===== config.mk =====
export PLATFORM = sky130hd
export DESIGN_NAME = bp_sat_predictor
export DESIGN_NICKNAME = d
export VERILOG_FILES = /design/src/rtl/bp_pkg.sv /design/src/rtl/bp_index.sv /design/src/rtl/bp_counter_bank.sv /design/src/rtl/bp_resolve.sv /design/src/rtl/bp_sat_predictor.sv
export SDC_FILE = /design/constraint.sdc
export NUM_CORES = 1
export LEC_CHECK = 0
export ABC_AREA = 1
export BUFFER_PORTS_ARGS = -buffer_cell sky130_fd_sc_hd__buf_2
export CAP_MARGIN = 20
export CORE_MARGIN = 5
export CORE_UTILIZATION = 50
export DETAILED_ROUTE_END_ITERATION = 7
export GPL_TIMING_DRIVEN = 0
export HOLD_SLACK_MARGIN = 0.02
export PLACE_DENSITY_LB_ADDON = 0.1
export SKIP_LAST_GASP = 1
export SYNTH_ARGS = -nofsm -noshare
export SYNTH_HDL_FRONTEND = slang
export SYNTH_HIERARCHICAL = 1
export SYNTH_SLANG_ARGS = --single-unit

===== constraint.sdc =====
create_clock -name clk_i -period 1.66 [get_ports clk_i]
set_input_delay 0.332 -clock clk_i [delete_from_list [all_inputs] [get_ports clk_i]]
set_output_delay 0.332 -clock clk_i [all_outputs]
set_load 0.005 [all_outputs]

===== src/rtl/bp_pkg.sv =====
package bp_pkg;
  typedef logic [1:0] ctr_t;

  localparam ctr_t CTR_RESET = 2'd0;
  localparam ctr_t CTR_MAX   = 2'd3;

  function automatic ctr_t ctr_step(ctr_t c, logic taken);
    ctr_t n;
    n = c;
    if (taken && c != CTR_MAX) n = c + 2'd1;
    else if (!taken && c != CTR_RESET) n = c - 2'd1;
    return n;
  endfunction

  function automatic logic ctr_dir(ctr_t c);
    return c[1];
  endfunction
endpackage


===== src/rtl/bp_index.sv =====
module bp_index #(
  parameter int PC_W  = 32,
  parameter int SPAN  = 32,
  localparam int IDX_HI = $clog2(SPAN) - 1,
  localparam int IDX_W  = IDX_HI
) (
  input  logic [PC_W-1:0]  pc_i,
  output logic [IDX_W-1:0] idx_o
);
  // bit 0 dropped: 16-bit aligned instructions
  assign idx_o = pc_i[IDX_HI:1];

  logic unused_pc;
  assign unused_pc = ^pc_i;
endmodule


===== src/rtl/bp_counter_bank.sv =====
module bp_counter_bank
  import bp_pkg::*;
#(
  parameter int IDX_W = 4,
  localparam int ENTRIES = 2 ** IDX_W
) (
  input  logic             clk_i,
  input  logic             rst_ni,
  input  logic             upd_en_i,
  input  logic [IDX_W-1:0] upd_idx_i,
  input  logic             upd_taken_i,
  input  logic [IDX_W-1:0] rd_idx_i,
  output ctr_t             rd_ctr_o
);
  ctr_t ctr_q [ENTRIES];

  for (genvar g = 0; g < ENTRIES; g++) begin : g_ctr
    always_ff @(posedge clk_i or negedge rst_ni) begin
      if (!rst_ni) begin
        ctr_q[g] <= CTR_RESET;
      end else if (upd_en_i && upd_idx_i == IDX_W'(g)) begin
        ctr_q[g] <= ctr_step(ctr_q[g], upd_taken_i);
      end
    end
  end

  assign rd_ctr_o = ctr_q[rd_idx_i];
endmodule


===== src/rtl/bp_resolve.sv =====
module bp_resolve #(
  parameter int PENALTY = 2,
  parameter int PEN_W   = 2
) (
  input  logic             valid_i,
  input  logic             pred_i,
  input  logic             taken_i,
  output logic             mispredict_o,
  output logic [PEN_W-1:0] penalty_o,
  output logic             jump_o
);
  assign mispredict_o = valid_i && (pred_i != taken_i);
  assign penalty_o    = mispredict_o ? PEN_W'(PENALTY) : '0;
  assign jump_o       = valid_i && taken_i;
endmodule


===== src/rtl/bp_sat_predictor.sv =====
module bp_sat_predictor
  import bp_pkg::*;
#(
  parameter int PC_W    = 32,
  parameter int SPAN    = 32,
  parameter int PENALTY = 2,
  localparam int IDX_W  = $clog2(SPAN) - 1,
  localparam int PEN_W  = $clog2(PENALTY + 1)
) (
  input  logic             clk_i,
  input  logic             rst_ni,
  input  logic             br_valid_i,
  input  logic [PC_W-1:0]  br_pc_i,
  input  logic             br_taken_i,
  output logic             pred_taken_o,
  output logic             mispredict_o,
  output logic [PEN_W-1:0] penalty_o,
  output logic             jump_o
);
  logic [IDX_W-1:0] idx;
  ctr_t             ctr;

  bp_index #(.PC_W(PC_W), .SPAN(SPAN)) u_index (
    .pc_i  (br_pc_i),
    .idx_o (idx)
  );

  bp_counter_bank #(.IDX_W(IDX_W)) u_bank (
    .clk_i       (clk_i),
    .rst_ni      (rst_ni),
    .upd_en_i    (br_valid_i),
    .upd_idx_i   (idx),
    .upd_taken_i (br_taken_i),
    .rd_idx_i    (idx),
    .rd_ctr_o    (ctr)
  );

  assign pred_taken_o = ctr_dir(ctr);

  bp_resolve #(.PENALTY(PENALTY), .PEN_W(PEN_W)) u_resolve (
    .valid_i      (br_valid_i),
    .pred_i       (pred_taken_o),
    .taken_i      (br_taken_i),
    .mispredict_o (mispredict_o),
    .penalty_o    (penalty_o),
    .jump_o       (jump_o)
  );
endmodule


==> impl_metrics.tcl, run 1 <==
set metrics [dict create \
    crit_type "flop to output pin" \
    final_hold_viol_count 0 \
    required_ns 1.33 \
    globalRoute.busiestLayer "met2" \
    powerDensity_mw_per_mm2 1140 \
    vias 1736 \
    cts.path.max_buffers 2 \
    crit_fanout 3 \
    cp-start-kind "flop" \
    dp.cells 319 \
    syn_nets 300 \
    cts_made_buffers 5 \
    drt_first_pass_iters 4 \
    status "complete, but fails checks" \
    switchingPower_uw 900 \
    instances_no_fill 335 \
    register_area_um2 801 \
    final-max-slew-violation-count 0 \
    h-tree-depth 2 \
    pin_count 41 \
    grt_usage_pct 18.3 \
    ir_worst_vdd_v 0.000655 \
    fp-row-count 22 \
    wire_per_inst_um 12.5 \
    finalSetupViolations 3 \
    io_buffers 7 \
    tightest_slew_ns 0.726 \
    detail-route-antenna-nets 0 \
    final_util_pct 61.2 \
    antenna_found_initial 0 \
    swShare_pct 34.8 \
    largest_reg_flops 32 \
    top_register "u_bank/ctr_q" \
    syn_area_mm2 0.00193 \
    grt_max_degree 33 \
    violations "setup timing" \
    cts_tree "yes" \
    r2r_cells 5 \
    place_area_mm2 0.00206 \
    nets 322 \
    fin_hold_ws_ns 0.0993 \
    die-area_mm2 0.00521 \
    core-area_mm2 0.00372 \
    reg2reg_from "u_bank/ctr_q[4]" \
    synth_cells 264 \
    fin_crit_sh_pct 112 \
    drt_iter0_drc 119 \
    place_congestion 0.779 \
    cts.sinks 32 \
    start_util_pct 52.0 \
    cp-end-kind "output pin" \
    p_int_mw 1.69 \
    dp_hpwl_um 3010 \
    fmax_mhz 539 \
    fin_worst_skew_ns 0.00296 \
    finalWorstPathRequiredPeriod_ns 1.85 \
    r2r_slack_ns 0.73 \
    pwr-share-comb_pct 29.6 \
    grt_pass1_vias 1589 \
    n_antenna_cell 0 \
    nFillCells 338 \
    insertion_delay_ns 0.28 \
    syn_area_per_cell_um2 7.32 \
    largestRegisters "u_bank/ctr_q (32)" \
    endpoint "penalty_o[1]" \
    worstPathArrival_ns 1.52 \
    die_w_um 72.2 \
    syn_to_final_growth_pct 17.8 \
    met1_usage_pct 24.6 \
    timing.final.ws_setup_ns -0.194 \
    maxSlewHeadroom_pct 51.6 \
    grt_overflow 0 \
    drive_gt1_share_pct 25.4 \
    via_per_inst 5.18 \
    path_clk_slew_ns 0.07 \
    grt_setup_unrepaired "true" \
    hold_path_class "primary input to asynchronous set/reset pin" \
    grt_util_met3_pct 3.32 \
    root_buffer "clkbuf_8" \
    die_h_um 72.2 \
    regToRegEndpoint "u_bank/ctr_q[4]" \
    fin_area_mm2 0.00228 \
    drc 0 \
    power.leakage_nw 1.10 \
    use_met2_pct 28.7 \
    wl_um 4200 \
    drv_cap 0 \
    multi_input_comb_area_um2 926 \
    p_seq_share_pct 46.5 \
    clkPwrFrac_pct 23.9 \
    yosys_warnings 6 \
    grt_pass1_wl_um 7310 \
    cp-startpoint "u_bank/ctr_q[9]" \
]
## per-stage QoR
stage | worst slack [ns] | TNS [ns] | power (mW)
2_1_floorplan | -0.0102 | -0.0102 | 1.66
3_3_place_gp | -0.180 | -0.246 | 1.81
3_5_place_dp | -0.184 | -0.265 | 1.84
4_1_cts | -0.221 | -0.358 | 2.48
5_1_grt | -0.306 | -0.649 | 2.80
6_report | -0.194 | -0.347 | 2.59
## routing by layer
metal  part of all wire [%]  vias up
met1                     50      801
met2                     45       20
met4                    1.5        0
met5                      0        -
li1                       -      909
met3                    3.5        6
## worst min path at each step
stage	start	end	slack, ns
2_1_floorplan	rst_ni	u_bank/ctr_q[0]	0.04
3_5_place_dp	rst_ni	u_bank/ctr_q[11]	0.43
6_report	rst_ni	u_bank/ctr_q[9]	0.1
3_3_place_gp	rst_ni	u_bank/ctr_q[19]	0.43
5_1_grt	rst_ni	u_bank/ctr_q[9]	0.17
4_1_cts	rst_ni	u_bank/ctr_q[11]	0.12
## power by group through the flow
stage / clock network, mW / registers, mW / logic (mW)
floorplan: 0 / 1.16 / 0.495
global placement: 0 / 1.20 / 0.611
detailed placement: 0 / 1.21 / 0.634
CTS: 0.635 / 1.19 / 0.651
global route: 0.671 / 1.24 / 0.888
finish: 0.619 / 1.20 / 0.765
## cells in the final DEF (no fill, tap or decap), drive strengths merged
cell type and instances:
clkbuf 8, nand3b 2, o21ai 68, o211ai 8, buf 31, nand3 21
conb 1, nand2 44, dfrtp 32, inv 44, a21oi 14, nor2 14
## worst max-delay path, stage by stage (launching register included)
cell and delay (ns):
dfrtp_1 0.41, inv_2 0.07, nand2_1 0.06, nand3_2 0.05, nand3_1 0.08, nand3_2 0.08, nand2_2 0.07, nand2_1 0.06
inv_1 0.04, nor2_2 0.11, buf_4 0.12, buf_6 0.08
## final cells by class
class	instances	share of cell area (%)
Multi-Input combinational cell	172	40.7
Timing Repair Buffer	15	4.45
Inverter	44	7.37
Tap cell	48	2.64
Clock buffer	8	3.96
Buffer	16	5.72
Sequential cell	32	35.2
## repair_timing
| action | CTS | global route |
|---|---|---|
| pin swaps | 1 | 11 |
| gates cloned | 0 | 0 |
| endpoints found under the setup margin | 2 | 3 |
| resized for setup | 2 | 24 |
| setup buffers | 1 | 7 |
| hold buffers | 0 | 0 |
No activity file was read; power rests on OpenSTA's default activity.
==> inputs of run 2 (changes only) <==
--- a/config.mk
+++ b/config.mk
@@ -6,7 +6,7 @@
 export NUM_CORES = 1
 export LEC_CHECK = 0
 export ABC_AREA = 1
-export BUFFER_PORTS_ARGS = -buffer_cell sky130_fd_sc_hd__buf_2
+export BUFFER_PORTS_ARGS = -buffer_cell sky130_fd_sc_hd__buf_4
 export CAP_MARGIN = 20
 export CORE_MARGIN = 5
 export CORE_UTILIZATION = 50
==> run 2 against run 1 <==
The flow still finishes with violations (setup timing); clock-buffer cell count is the same; first-iteration DRC count shrank 19%; final cell count grew 0.30%; fmax shrank 0.61%; non-clock buffer count grew 1; utilization shrank 0.94 points; worst setup slack lost 0.011 ns; sequential power is essentially flat; sequential share of layout area grew 0.55 points; worst hold slack gained 0.34 ns; clock skew shrank 0.0025 ns; critical endpoint unchanged; largest cell class unchanged; largest power group unchanged; highest routed layer unchanged.
==> impl_metrics.tcl, run 2 (synthesis results as in run 1) <==
set metrics [dict create \
    grt_pass1_wl_um 7090 \
    p_seq_share_pct 47.0 \
    drt_iter0_drc 96 \
    multi_input_comb_area_um2 866 \
    path_clk_slew_ns 0.06 \
    drive_gt1_share_pct 18.8 \
    grt_usage_pct 17.5 \
    die-area_mm2 0.00521 \
    crit_type "flop to output pin" \
    grt_util_met3_pct 3.32 \
    cp-startpoint "u_bank/ctr_q[11]" \
    hp-start "br_pc_i[1]" \
    fin_worst_skew_ns 0.000481 \
    grt_setup_unrepaired "true" \
    nets 323 \
    fin_hold_ws_ns 0.436 \
    power.leakage_nw 1.09 \
    crit_fanout 3 \
    clkPwrFrac_pct 23.9 \
    use_met2_pct 28.2 \
    reg2reg_from "u_bank/ctr_q[5]" \
    cts_made_buffers 5 \
    cp_slowest_stage_delay_ns 0.40 \
    required_ns 1.33 \
    antenna_found_initial 0 \
    drt_first_pass_iters 4 \
    slowest_stage "dfrtp_1" \
    final_hold_viol_count 0 \
    timing.final.ws_setup_ns -0.205 \
    final.setup.tns_ns -0.364 \
    hold_path_class "primary input to flop" \
    path_cells "inv_1 -> nand2_1 -> nand3_1 -> nand3_1 -> nand3_1 -> nand2_2 -> o21ai_2 -> nor2_2 -> buf_4 -> buf_6" \
    insertion_delay_ns 0.28 \
    cts.sinks 32 \
    pin_count 41 \
    die_h_um 72.2 \
    fp-row-count 22 \
    n_antenna_cell 0 \
    powerDensity_mw_per_mm2 1140 \
    die_w_um 72.2 \
    h-tree-depth 2 \
    layout_commonest_cell "o21ai_0" \
    dp_hpwl_um 3070 \
    met1_usage_pct 23.0 \
    pwr-share-comb_pct 29.2 \
    start_util_pct 52.0 \
    nFillCells 352 \
    status "complete, but fails checks" \
    via_per_inst 5.11 \
    cts_tree "yes" \
    fin_crit_sh_pct 112 \
    cpMostUsedCell "nand3_1" \
    core-area_mm2 0.00372 \
    grt_overflow 0 \
    finalWorstPathRequiredPeriod_ns 1.87 \
    r2r_cells 5 \
    drv_cap 0 \
    globalRoute.busiestLayer "met2" \
    worstHoldPathCells 4 \
    grt_max_degree 33 \
    violations "setup timing" \
    vias 1718 \
    largestRegisters "u_bank/ctr_q (32)" \
    mostFrequentLayoutCells "50 x o21ai_0, 43 x nand2_1, 36 x inv_1, 32 x dfrtp_1, 21 x nand3_1" \
    final-max-slew-violation-count 0 \
    largest_reg_flops 32 \
    detail-route-antenna-nets 0 \
    cp-start-kind "flop" \
    cts.path.max_buffers 2 \
    syn_to_final_growth_pct 16.0 \
    top_register "u_bank/ctr_q" \
    drc 0 \
    root_buffer "clkbuf_8" \
    ir_worst_vdd_v 0.000608 \
    io_buffers 7 \
    wl_um 4140 \
    switchingPower_uw 864 \
    swShare_pct 33.9 \
    fmax_mhz 536 \
    cp-end-kind "output pin" \
    wire_per_inst_um 12.3 \
    grt_pass1_vias 1561 \
    p_int_mw 1.68 \
    finalSetupViolations 3 \
    place_congestion 0.776 \
    worstPathArrival_ns 1.53 \
    register_area_um2 801 \
]
[run 2: path summary, 6_finish.rpt]
kind	to	slack (ns)
max	penalty_o[1]	-0.21
min	u_bank/ctr_q[2]	0.44
max reg2reg	u_bank/ctr_q[4]	0.73
min reg2reg	u_bank/ctr_q[17]	0.52
max in group asynchronous	u_bank/ctr_q[6]	0.84
min in group asynchronous	u_bank/ctr_q[9]	0.53
[run 2: cell type report]
type	instances	share of cell area (%)
plain buffers	16	5.81
clock buffers	8	4.02
inverters	44	7.48
multi-input cells	172	38.6
flip-flops and latches	32	35.7
well taps	48	2.68
repair buffers	16	5.64
[run 2: per-stage QoR]
stage / util [%] / area (µm²) / instances / total power [mW] / worst slack [ns]
floorplan: - / 1960 / 264 / 1.66 / -0.0102
global placement: 55.9 / 2080 / 319 / 1.82 / -0.191
detailed placement: 55.9 / 2080 / 319 / 1.85 / -0.206
CTS: 60.1 / 2230 / 335 / 2.56 / -0.231
global route: 60.3 / 2240 / 336 / 2.77 / -0.336
finish: 60.3 / 2240 / 336 / 2.55 / -0.205
[run 2: what timing repair did]
action,4_1_cts,5_1_grt
buffers inserted,7,1
hold buffers,1,0
endpoints found under the hold margin,32,0
endpoints found under the setup margin,3,3
resized for setup,5,2
pin swaps,10,3
[run 2: routing by layer]
layer | vias to the layer above | routed length [µm]
met3 | 5 | 149
li1 | 909 | -
met1 | 779 | 2070
met2 | 25 | 1850
met4 | 0 | 66
met5 | - | 0
[run 2: power by group through the flow]
stage / logic [mW] / clock network [mW] / registers (mW)
finish: 0.743 / 0.608 / 1.20
detailed placement: 0.638 / 0 / 1.21
floorplan: 0.495 / 0 / 1.16
global placement: 0.618 / 0 / 1.20
global route: 0.862 / 0.676 / 1.23
CTS: 0.732 / 0.636 / 1.19
[run 2: worst max-delay path: cells and delay by family, from the launching register on]
family                 cells  cell delay [ns]
and+or+nand+nor            6             0.43
DFF                        1             0.40
buffers and inverters      3             0.31
AOI/OAI and AO/OA          1             0.12
